### src/rtl/eeprom_i2c_slave.sv
module eeprom_i2c_slave #(
  parameter int ADDR_W = 8,
  parameter int FILT   = 3
) (
  input  logic              clk,
  input  logic              rst_n,
  input  logic              scl_in,
  input  logic              sda_in,
  output logic              sda_oe,
  input  logic [2:0]        chip_sel,
  input  logic              wp,
  input  logic              busy,
  output logic              wr_en,
  output logic [2:0]        wr_idx,
  output logic [7:0]        wr_data,
  output logic              rd_en,
  output logic [ADDR_W-1:0] rd_addr,
  input  logic [7:0]        rd_data,
  output logic              commit,
  output logic [3:0]        commit_cnt,
  output logic [ADDR_W-4:0] commit_line
);

  localparam int PW = ADDR_W - 8;
  localparam int MSB = ADDR_W - 1;
  localparam logic [2:0] SEL_MASK = 3'(3'b111 << PW);
  localparam logic [ADDR_W-1:0] LOW8 = ADDR_W'(8'hFF);
  localparam logic [ADDR_W-1:0] LOW3 = ADDR_W'(3'h7);

  typedef enum logic [2:0] {S_IDLE, S_DEV, S_WORD, S_WDAT, S_RDAT} st_t;

  // input conditioning
  logic [1:0] scl_s, sda_s;
  logic [FILT-1:0] scl_h, sda_h;
  logic scl_f, sda_f, scl_d, sda_d;

  always_ff @(posedge clk or negedge rst_n) begin
    if (!rst_n) begin
      scl_s <= '1; sda_s <= '1;
      scl_h <= '1; sda_h <= '1;
      scl_f <= 1'b1; sda_f <= 1'b1;
      scl_d <= 1'b1; sda_d <= 1'b1;
    end else begin
      scl_s <= {scl_s[0], scl_in};
      sda_s <= {sda_s[0], sda_in};
      scl_h <= {scl_h[FILT-2:0], scl_s[1]};
      sda_h <= {sda_h[FILT-2:0], sda_s[1]};
      if (&scl_h) scl_f <= 1'b1; else if (~|scl_h) scl_f <= 1'b0;
      if (&sda_h) sda_f <= 1'b1; else if (~|sda_h) sda_f <= 1'b0;
      scl_d <= scl_f;
      sda_d <= sda_f;
    end
  end

  logic scl_re, scl_fe, start_c, stop_c;
  assign scl_re  = scl_f & ~scl_d;
  assign scl_fe  = ~scl_f & scl_d;
  assign start_c = scl_f & scl_d & sda_d & ~sda_f;
  assign stop_c  = scl_f & scl_d & ~sda_d & sda_f;

  // protocol engine
  st_t st;
  logic [3:0] bitcnt, cnt;
  logic [7:0] sh, tx, rbuf;
  logic [ADDR_W-1:0] ptr;
  logic rw, ackp, mnack, ovf, rd_q;

  logic [7:0] rx_byte;
  logic dev_hit;
  logic [ADDR_W-1:0] paged, word_ptr, winc, rinc;

  assign rx_byte  = {sh[6:0], sda_f};
  assign dev_hit  = (rx_byte[7:4] == 4'b1010) && (((rx_byte[3:1] ^ chip_sel) & SEL_MASK) == 3'b000);
  assign paged    = ADDR_W'({rx_byte[3:1], ptr[7:0]});
  assign word_ptr = (ptr & ~LOW8) | ADDR_W'(rx_byte);
  assign winc     = (ptr & ~LOW3) | ((ptr + ADDR_W'(1)) & LOW3);
  assign rinc     = (ptr & ~LOW8) | ((ptr + ADDR_W'(1)) & LOW8);

  always_ff @(posedge clk or negedge rst_n) begin
    if (!rst_n) begin
      st <= S_IDLE;
      bitcnt <= '0; cnt <= '0;
      sh <= '0; tx <= '0; rbuf <= '0;
      ptr <= '0;
      rw <= 1'b0; ackp <= 1'b0; mnack <= 1'b0; ovf <= 1'b0; rd_q <= 1'b0;
      sda_oe <= 1'b0;
      wr_en <= 1'b0; wr_idx <= '0; wr_data <= '0;
      rd_en <= 1'b0; rd_addr <= '0;
      commit <= 1'b0; commit_cnt <= '0; commit_line <= '0;
    end else begin
      wr_en  <= 1'b0;
      rd_en  <= 1'b0;
      commit <= 1'b0;
      rd_q   <= rd_en;
      if (rd_q) rbuf <= rd_data;

      if (start_c) begin
        st <= S_DEV; bitcnt <= '0; sda_oe <= 1'b0;
        cnt <= '0; ovf <= 1'b0; ackp <= 1'b0;
      end else if (stop_c) begin
        if (st == S_WDAT && cnt != 4'd0 && !ovf) begin
          commit      <= 1'b1;
          commit_cnt  <= cnt;
          commit_line <= ptr[MSB:3];
        end
        st <= S_IDLE; sda_oe <= 1'b0;
      end else if (st != S_IDLE && scl_re) begin
        if (bitcnt < 4'd8) begin
          sh <= rx_byte;
          bitcnt <= bitcnt + 4'd1;
          if (bitcnt == 4'd7) begin
            case (st)
              S_DEV: begin
                if (dev_hit && !busy) begin
                  ackp <= 1'b1;
                  rw   <= rx_byte[0];
                  ptr  <= paged;
                  if (rx_byte[0]) begin
                    rd_en <= 1'b1; rd_addr <= paged;
                  end
                end else begin
                  ackp <= 1'b0; st <= S_IDLE;
                end
              end
              S_WORD: begin
                ptr <= word_ptr; ackp <= 1'b1;
              end
              S_WDAT: begin
                if (ovf || cnt == 4'd8) begin
                  ovf <= 1'b1; ackp <= 1'b0;
                end else if (wp && ptr[MSB]) begin
                  ackp <= 1'b0;
                end else begin
                  wr_en <= 1'b1; wr_idx <= ptr[2:0]; wr_data <= rx_byte;
                  ptr <= winc; cnt <= cnt + 4'd1; ackp <= 1'b1;
                end
              end
              default: ;
            endcase
          end
        end else if (bitcnt == 4'd8) begin
          bitcnt <= 4'd9;
          if (st == S_RDAT) begin
            ptr <= rinc;
            mnack <= sda_f;
            if (!sda_f) begin
              rd_en <= 1'b1; rd_addr <= rinc;
            end
          end
        end
      end else if (st != S_IDLE && scl_fe) begin
        if (bitcnt == 4'd8) begin
          sda_oe <= (st == S_RDAT) ? 1'b0 : ackp;
        end else if (bitcnt == 4'd9) begin
          bitcnt <= '0;
          case (st)
            S_DEV: begin
              if (rw) begin
                st <= S_RDAT; tx <= rbuf; sda_oe <= ~rbuf[7];
              end else begin
                st <= S_WORD; sda_oe <= 1'b0;
              end
            end
            S_WORD: begin st <= S_WDAT; sda_oe <= 1'b0; end
            S_RDAT: begin
              if (mnack) begin
                st <= S_IDLE; sda_oe <= 1'b0;
              end else begin
                tx <= rbuf; sda_oe <= ~rbuf[7];
              end
            end
            default: sda_oe <= 1'b0;
          endcase
        end else if (st == S_RDAT && bitcnt != 4'd0) begin
          tx <= {tx[6:0], 1'b0};
          sda_oe <= ~tx[6];
        end
      end
    end
  end

  // checks
  assert_idle_release_R11: assert property (@(posedge clk) disable iff (!rst_n)
    (st == S_IDLE) |-> !sda_oe);

  assert_drive_scl_low_R11: assert property (@(posedge clk) disable iff (!rst_n)
    $rose(sda_oe) |-> !scl_f);

  assert_commit_count_R7: assert property (@(posedge clk) disable iff (!rst_n)
    commit |-> (commit_cnt >= 4'd1 && commit_cnt <= 4'd8));

  assert_protect_block_R6: assert property (@(posedge clk) disable iff (!rst_n)
    wr_en |-> !($past(wp) && ptr[MSB]));

  assert_line_fixed_R4: assert property (@(posedge clk) disable iff (!rst_n)
    wr_en |-> (ptr[MSB:3] == $past(ptr[MSB:3])));

endmodule

### config.mk
export PLATFORM = sky130hd
export DESIGN_NAME = eeprom_i2c_slave
export DESIGN_NICKNAME = d
export VERILOG_FILES = /design/src/rtl/eeprom_i2c_slave.sv
export SDC_FILE = /design/constraint.sdc
export NUM_CORES = 1
export LEC_CHECK = 0
export ABC_AREA = 1
export BUFFER_PORTS_ARGS = -buffer_cell sky130_fd_sc_hd__buf_2
export CAP_MARGIN = 10
export CORE_ASPECT_RATIO = 1.4
export CORE_UTILIZATION = 53
export DETAILED_ROUTE_END_ITERATION = 7
export GPL_TIMING_DRIVEN = 1
export PLACE_DENSITY_LB_ADDON = 0.12
export SLEW_MARGIN = 20
export SYNTH_ARGS = -nofsm -noshare
export SYNTH_HDL_FRONTEND = slang
export SYNTH_SLANG_ARGS = --single-unit
export TNS_END_PERCENT = 1
### constraint.sdc
create_clock -name clk -period 1.5 [get_ports clk]
set_input_delay 0.075 -clock clk [delete_from_list [all_inputs] [get_ports clk]]
set_output_delay 0.075 -clock clk [all_outputs]
set_load 0.02 [all_outputs]
# Word-level counts from Yosys, hierarchy flattened
# Index checks and enable logic that the tools add are counted.
[totals]
reg_bits = 92
in_bits = 17
output_inout_bits = 32
word_cells = 238
[classes]
addsub = 3
order_cmp = 1
n_eq_ne = 34
n_mux = 100
n_bitwise = 22
n_reduce_logical = 49
[op_table]
columns = ["op", "count"]
rows = [
  ["two-way mux 8 bit", 14],
  ["two-way mux 4 bit", 16],
  ["two-way mux 1 bit", 49],
  ["two-way mux 3 bit", 12],
  ["two-way mux 7 bit", 4],
  ["AND reduction 9 bit", 3],
  ["nonzero test 4 bit", 5],
  ["!= test 3 bit, second input constant", 6],
  ["== test 4 bit, second input constant", 4],
  ["case mux 8 bit (2 select lines)", 1],
  ["nonzero test 2 bit", 8],
  ["case mux 7 bit (2 select lines)", 1],
  ["AND reduction 7 bit", 2],
  ["NOT 1 bit", 13],
  ["!= test 2 bit, second input constant", 6],
  ["!= test 4 x 3 -> 1 bit, second input constant", 3],
  ["AND reduction 3 bit", 4],
  ["AND reduction 6 bit", 2],
  ["nonzero test 3 bit", 4],
  ["AND reduction 10 bit", 1],
  ["AND reduction 5 bit", 2],
  ["nonzero test 5 bit", 2],
  ["case mux 3 bit (3 select lines)", 1],
  ["adder 4 x 1 -> 4 bit, second input constant", 2],
  ["other kinds (23)", 44],
]

# Logic depth before layout (Yosys ltp)
# Gate-level depths: netlist of the first run.
[logic_depth]
ltp_word = 11
mapped_depth = 11
mapped_depth_nobuf = 11

# Worst setup path after synthesis of the first run
# OpenSTA, ideal clock, no wires.
[synth_path]
path_type = "register -> register"
start = "register sda_d"
end = "register tx[0]"
t_arrival_ns = 1.469
required_ns = 1.383
setup_slack_ns = -0.085
stages_incl_launch_ff = 9
cell_sequence = "dfstp_2 -> inv_1 -> nand3_1 -> inv_2 -> nor2_1 -> a21boi_2 -> nand2_2 -> nand2_1 -> nand2_1"
[synth_between]
elab_chain_len = 5
[synth_rtl]
columns = ["item", "line_no", "text"]
rows = [
  ["start, declared", "35", "logic scl_f, sda_f, scl_d, sda_d;"],
  ["start signal, assigned", "42", "scl_d <= 1'b1; sda_d <= 1'b1;"],
  ["start signal, assigned", "51", "sda_d <= sda_f;"],
  ["NOT 1 bit", "59", "assign stop_c = scl_f & scl_d & ~sda_d & sda_f;"],
  ["bitwise AND 1 bit (2 in series)", "59", ""],
  ["NOT 1 bit (no source line)", "--", ""],
  ["AND reduction 9 bit (no source line) (*)", "--", ""],
  ["end signal, assigned", "169", "tx <= rbuf; sda_oe <= ~rbuf[7];"],
  ["end signal, assigned", "175", "tx <= {tx[6:0], 1'b0};"],
  ["end, declared", "64", "logic [7:0] sh, tx, rbuf;"],
]
# Every way passes the cells marked *; elsewhere a longest branch is shown, timed or not.
# A chain may end at the register's enable or synchronous reset.

# Worst setup path in the final report of the first run
[layout_path]
start = "register st[0]"
end = "register st[1]"
[layout_between]
elab_chain_len = 8
[layout_rtl]
columns = ["item", "line_no", "text"]
rows = [
  ["start, declared", "62", "st_t st;"],
  ["start signal, assigned", "81", "st <= S_IDLE;"],
  ["start signal, assigned", "98", "st <= S_DEV; bitcnt <= '0; sda_oe <= 1'b0;"],
  ["start signal, assigned", "106", "st <= S_IDLE; sda_oe <= 1'b0;"],
  ["== test 3 bit (tied with other cells)", "156", "case (st)"],
  ["case mux 3 bit (3 select lines)", "156", ""],
  ["two-way mux 3 bit", "154", "end else if (bitcnt == 4'd9) begin"],
  ["two-way mux 3 bit", "152", "if (bitcnt == 4'd8) begin"],
  ["two-way mux 3 bit", "151", "end else if (st != S_IDLE && scl_fe) begin"],
  ["two-way mux 3 bit", "107", "end else if (st != S_IDLE && scl_re) begin"],
  ["two-way mux 3 bit", "100", "end else if (stop_c) begin"],
  ["two-way mux 3 bit", "97", "if (start_c) begin"],
]
# Parallel ways exist; a longest one is shown, timed or not. The select of a mux whose other input is x is not followed.

==> metrics.yaml, run 1 <==
worst_setup_path:
  r2r_setup_slack_ps: -100
  reg2reg_depth: 9
  rr_endpoint: "st[1]$_DFFE_PN0P_"
  start_kind: "flip-flop"
  arrival_ps: 1910
  crit_path_end_kind: "flip-flop"
  crit_type: "flip-flop to flip-flop"
  cp.required_ps: 1810
  crit_fanout: 6
  reg2reg_from: "st[0]$_DFFE_PN0P_"
synthesis:
  syn_nets: 541
  ys_seq_area_share_pct: 53.4
  synth_cells: 518
  syn_avg_cell_area_um2: 8.38
  synth_seq_cells: 92
  netlist_area_mm2: 0.00434
  yosysWarnings: 0
  yosysUniqueCellTypes: 36
pwr:
  max-vdd-ir-drop_v: 0.000820
  power_mw: 6.72
  powerDensity_mw_per_mm2: 1110
  p_leak_nw: 3.08
cts:
  clock_latency_ps: 370
  clk_pin_slew_ps: 100
  cts_buffer_depth: 2
  htreeDepth: 3
  root_buffer: "clkbuf_8"
  clkSinkCount: 92
  cts_tree: "built"
  cts_made_buffers: 9
floorplanning:
  pin_count: 49
  floorplan.initialDensity_pct: 55.3
  die_h_um: 109
  die_width_um: 78.5
  core_mm2: 0.00785
  rows: 38
  die_area_mm2: 0.00856
timing:
  fin_tns_setup_ps: -1950
  max_freq_mhz: 625
  hold_ws_ps: 53.0
  rsz0062_at_grt: "true"
  fin_crit_sh_pct: 107
  finalClockSkew_ps: 15.1
  finalCriticalPeriod_ps: 1600
  hold_viol: 0
  setup_viol: 43
  report.final.slew_viol_count: 0
  max_slew_margin_pct: 80.5
  tightest_slew_ps: 292
  fin_ws_ps: -101
drt:
  ant_nets: 0
  totalWireLength_um: 11400
  detailedRoute.firstPassIterationCount: 4
  drc_errors: 0
  drt_first_iter_violations: 200
  wl_per_cell_um: 14.7
  dr_total_vias: 4053
  via_per_inst: 5.23
placed_design:
  port_buffers: 48
  hpwl_um: 8080
  dp_slack_ps: -185
  routabilityCongestion: 0.937
final_layout:
  fillers: 542
  multi_input_area_mm2: 0.00206
  syn_to_final_growth_pct: 39.8
  diodes: 0
  regArea_mm2: 0.00232
  drive_gt1_share_pct: 36.6
  utilization_pct: 77.4
  fin_nets: 693
grt:
  grt_usage_pct: 27.4
  first_global_vias: 3991
  gr-total-overflow: 0
  antenna_found_initial: 0
  grt_max_degree: 56
  grt_pass1_wl_um: 17800
hold_path:
  hold_path_class: "input pin to async pin"
flow_run:
  maxCapViolCount: 0
run_status:
  status: "finished, violations left"
  violations: "setup timing"
registers in the layout (all words and copies together) (netlist names), 4 cells and up:
name and count:
commit_cnt 4, tx 7, bitcnt 4, wr_data 8
paged 8, rbuf 8, cnt 4, rd_addr 8
commit_line 5, sh 7
critical path, cell delays in order (launching register included):
cell     delay [ps]
dfrtp_2         460
nor2_4          210
nand2_4         140
buf_6           150
nand3_1         100
nand3_2          80
nand2_2          90
buf_4           110
nand4_1         110
nand2_1          90
cell families after synthesis:
family,synth area share (%)
XOR/XNOR,0.404
adder cells (fa/ha/maj),1.73
buffers and inverters,6.40
AND/OR/NAND/NOR,26.2
AO/OA/AOI/OAI,11.6
flip-flops,53.4
multiplexers,0.259
per-stage QoR:
| stage | instance area (µm²) | instances |
|---|---|---|
| floorplan | 4370 | 518 |
| global placement | 5320 | 735 |
| detailed placement | 5320 | 735 |
| CTS | 5780 | 768 |
| global route | 6070 | 775 |
| finish | 6070 | 775 |
how the worst max path moves through the flow:
stage | start | endpoint | slack (ps)
detailed placement | scl_f$_DFFE_PN1P_ | rd_addr[0]$_DFFE_PN0P_ | -190
global placement | cnt[0]$_DFFE_PN0P_ | cnt[1]$_DFFE_PN0P_ | -160
CTS | bitcnt[1]$_DFFE_PN0P_ | tx[2]$_DFFE_PN0P_ | -80
floorplan | scl_f$_DFFE_PN1P_ | st[0]$_DFFE_PN0P_ | -10
finish | st[0]$_DFFE_PN0P_ | st[1]$_DFFE_PN0P_ | -100
global route | st[0]$_DFFE_PN0P_ | st[1]$_DFFE_PN0P_ | -160
repair_timing:
item	CTS	global route
endpoints found under the setup margin	49	66
pin swaps	7	25
setup buffers	6	7
resized for setup	32	69
hold buffers	11	0
endpoints found under the hold margin	102	0
layer usage:
metal  wire, µm  vias up  GRT usage (%)
li1           -     2003              -
met1       4700     1946           30.2
met2       6050       78           51.0
met3        250       26           3.01
met4        363        0           15.3
met5          0        -              0
cell usage after synthesis (all sizes together):
library cell / count / area [µm²]
a21boi: 2 / 18.8
a21oi: 12 / 60.1
a22oi: 1 / 7.51
a31oi: 2 / 12.5
buf: 3 / 21.3
clkbuf: 6 / 22.5
clkinv: 1 / 5.00
dfrtp: 78 / 1950
dfstp: 14 / 368
ha: 6 / 75.1
inv: 61 / 229
mux2: 1 / 11.3
nand2: 156 / 621
nand3: 51 / 260
nand3b: 1 / 7.51
nand4: 8 / 62.6
nor2: 24 / 131
nor3: 7 / 35.0
nor4: 1 / 6.26
o211ai: 1 / 7.51
o21ai: 74 / 370
o22ai: 3 / 18.8
o31ai: 1 / 7.51
or2: 2 / 12.5
xor2: 2 / 17.5
power breakdown:
part	internal, mW	switching, mW
Sequential	2.68	0.160
Combinational	0.999	1.21
Clock	0.727	0.943
Total	4.41	2.31
layout make-up:
cell class	count	share of cell area, %
sequential	92	38.3
multi-input combinational	355	33.9
timing repair buffer	150	18.4
inverter	62	4.16
clock buffer	11	2.51
tap	100	2.06
clock inverter	5	0.660
cell usage in the layout, fill, tap and decap left out, types with 3 or more instances in the layout:
cell type / count
o21ai_0: 48
inv_1: 48
dfrtp_1: 75
nand3_1: 32
dfstp_2: 14
nand3_2: 13
inv_4: 5
buf_4: 80
inv_6: 3
inv_2: 7
nor2_4: 6
nand2_4: 6
dlygate4sd3_1: 11
a21oi_1: 12
nor2_1: 16
dfrtp_2: 3
nand2_1: 136
nand3_4: 6
nor3_1: 6
clkbuf_8: 9
buf_12: 4
nand2_2: 12
o21ai_1: 26
nand4_1: 6
buf_2: 47
buf_6: 8
No activity file was read; power rests on OpenSTA's default activity.
==> run 2, diff against run 1 <==
Settings changed: CORE_UTILIZATION 53 to 60.
Clock period 1.5 ns to 1.9 ns, I/O delays scaled along.
==> run 2 against run 1 <==
The flow now finishes without violations. Sequential share of layout area up 7.0 points. Non-clock buffer count down 77. Worst setup slack better by 240 ps. Wire length down 15%. Core utilization down 4.1 points. Power down 34%. Critical path depth up 1. Die area down 11%. Register-to-register slack better by 240 ps. Largest cell class unchanged.
==> metrics.yaml, run 2 (synthesis results as in run 1) <==
placed_design:
  port_buffers: 48  # unchanged
  hpwl_um: 7070  # was 8080 µm
  routabilityCongestion: 0.978  # was 0.937
pwr:
  p_int_mw: 3.05  # was 4.41 mW
  p_comb_share_pct: 20.7  # was 32.8%
  powerDensity_mw_per_mm2: 872  # was 1110 mW/mm²
  power_mw: 4.46  # was 6.72 mW
  p_leak_nw: 2.67  # was 3.08 nW
  p_sw_mw: 1.41  # was 2.31 mW
  switching_share_pct: 31.7  # was 34.4%
  power_frac_clock_pct: 29.0  # was 24.9%
  max-vdd-ir-drop_v: 0.000673  # was 0.000820 V
  seq_power_share_pct: 50.3  # was 42.3%
drt:
  dr_total_vias: 3686  # was 4,053
  via_per_inst: 5.32  # was 5.23
  detailedRoute.firstPassIterationCount: 4  # unchanged
  wl_per_cell_um: 14.0  # was 14.7 µm
  drt_first_iter_violations: 194  # was 200
  drc_errors: 0  # unchanged
  totalWireLength_um: 9710  # was 11,400 µm
  ant_nets: 0  # unchanged
worst_setup_path:
  crit_buf_inv: 1  # was 2
  start_kind: "flip-flop"  # unchanged
  crit_fanout: 9  # was 6
  arrival_ps: 2020  # was 1910 ps
  crit_path_end_kind: "flip-flop"  # unchanged
  cp_cell_sequence: "nor2_4, nand2_2, inv_2, nand2_1, nand2_1, nand2_1, nor2_4, nand2_2, nand2_1, nand2_1"  # was nor2_4, nand2_4, buf_6, nand3_1, nand3_2, nand2_2, buf_4, nand4_1, nand2_1
  slowest_stage: "dfrtp_1"  # was dfrtp_2
  crit_type: "flip-flop to flip-flop"  # unchanged
  critical_path.max_stage_delay_ps: 460  # about the same
  path_delay_family: "simple AND/OR/NAND/NOR gates"  # unchanged
  crit_path_frequent_cell: "nand2_1"
  cp.required_ps: 2160  # was 1810 ps
grt:
  grt_pass1_wl_um: 15600  # was 17,800 µm
  first_global_vias: 3403  # was 3,991
  gr-total-overflow: 0  # unchanged
  use_met2_pct: 46.5  # was 51.0%
  grtUsageMet3_pct: 6.26  # was 3.01%
  met1_usage_pct: 34.6  # was 30.2%
  grt_busiest_layer: "met2"  # unchanged
  grt_usage_pct: 27.8  # was 27.4%
  antenna_found_initial: 0  # unchanged
  grt_max_degree: 46  # was 56
cts:
  cts_buffer_depth: 2  # unchanged
  htreeDepth: 3  # unchanged
  cts_tree: "built"  # unchanged
  clkSinkCount: 92  # unchanged
  root_buffer: "clkbuf_8"  # unchanged
  clock_latency_ps: 370  # about the same
  clk_pin_slew_ps: 90  # was 100 ps
  cts_made_buffers: 9  # unchanged
final_layout:
  diodes: 0  # unchanged
  syn_to_final_growth_pct: 17.9  # was 39.8%
  fillers: 549  # was 542
  fin_nets: 616  # was 693
  final_cell_mix: "147 x nand2_1, 78 x dfrtp_1, 62 x o21ai_0, 57 x inv_1, 49 x nand3_1"  # was 136 x nand2_1, 80 x buf_4, 75 x dfrtp_1, 48 x inv_1, 48 x o21ai_0
  final_common_cell: "nand2_1"  # unchanged
  drive_gt1_share_pct: 19.7  # was 36.6%
timing:
  max_freq_mhz: 567  # was 625 MHz
  max_slew_margin_pct: 61.1  # was 80.5%
  finalClockSkew_ps: 10.7  # was 15.1 ps
  fin_tns_setup_ps: 0  # was -1950 ps
  fin_crit_sh_pct: 92.8  # was 107%
  report.final.slew_viol_count: 0  # unchanged
  finalCriticalPeriod_ps: 1760  # was 1600 ps
  tightest_slew_ps: 583  # was 292 ps
  hold_viol: 0  # unchanged
  setup_viol: 0  # was 43
floorplanning:
  rows: 36  # was 38
  die_h_um: 103  # was 109 µm
  die_width_um: 73.9  # was 78.5 µm
  floorplan.initialDensity_pct: 62.2  # was 55.3%
  core_mm2: 0.00698  # was 0.00785 mm²
  pin_count: 49  # unchanged
  die_area_mm2: 0.00758  # was 0.00856 mm²
flow_run:
  maxCapViolCount: 0  # unchanged
run_status:
  status: "finished clean"  # was finished, violations left
hold_path:
  hold_path_class: "input pin to flip-flop"  # was input pin to async pin
run 2: worst paths after layout:
path                                           end  depth (start not counted)  slack, ps               start
worst max-delay path             tx[2]$_DFFE_PN0P_                         10        140   st[0]$_DFFE_PN0P_
worst min-delay path               wr_en$_DFF_PN0_                          4        100                  wp
worst max register to register   tx[2]$_DFFE_PN0P_                         10        140   st[0]$_DFFE_PN0P_
worst min register to register  scl_s[1]$_DFF_PN1_                          0        360  scl_s[0]$_DFF_PN1_
max in group asynchronous       sda_h[2]$_DFF_PN1_                          3        980               rst_n
min in group asynchronous        tx[3]$_DFFE_PN0P_                          2        270               rst_n
run 2: final cells by class:
cell class / instances / area [µm²] / share of cell area (%)
clock inverter: 2 / 13.8 / 0.269
tap: 95 / 119 / 2.32
sequential: 92 / 2320 / 45.3
clock buffer: 14 / 184 / 3.59
multi-input combinational: 355 / 1780 / 34.7
timing repair buffer: 73 / 470 / 9.19
inverter: 62 / 234 / 4.57
run 2: repair_timing:
| item | CTS | global route |
|---|---|---|
| gates resized for setup | 0 | 8 |
| endpoints found under the setup margin | 0 | 29 |
| setup buffers | 0 | 2 |
| hold buffers | 11 | 0 |
| endpoints found under the hold margin | 42 | 0 |
run 2: power by group through the flow:
stage | Sequential [mW] | Clock (mW) | Combinational, mW
detailed placement | 2.28 | 0 | 0.890
global route | 2.27 | 1.40 | 1.05
CTS | 2.25 | 1.32 | 0.911
floorplan | 2.26 | 0 | 0.607
finish | 2.24 | 1.29 | 0.926
global placement | 2.27 | 0 | 0.877
run 2: per-layer routing:
layer / share of wire, % / vias to the layer above
li1: - / 1840
met1: 44 / 1734
met2: 49 / 94
met3: 3.8 / 18
met4: 3.1 / 0
met5: 0 / -
run 2: worst reg2reg max path: stages, from the launching register on:
cell,delay [ps]
dfrtp_1,460
nor2_4,200
nand2_2,160
inv_2,130
nand2_1,100
nand2_1,70
nand2_1,80
nor2_4,180
nand2_2,130
nand2_1,90
nand2_1,60
run 2: through the flow:
stage               utilization (%)  setup WS, ps  hold WS [ps]  instances  instance area (µm²)
finish                         73.3           136           104        693                 5120
global route                   73.3         -14.5           108        693                 5120
CTS                            72.6          85.8           104        691                 5070
global placement               68.2           133           129        664                 4760
detailed placement             68.2          98.6           136        664                 4760
floorplan                         -           315          -201        518                 4340
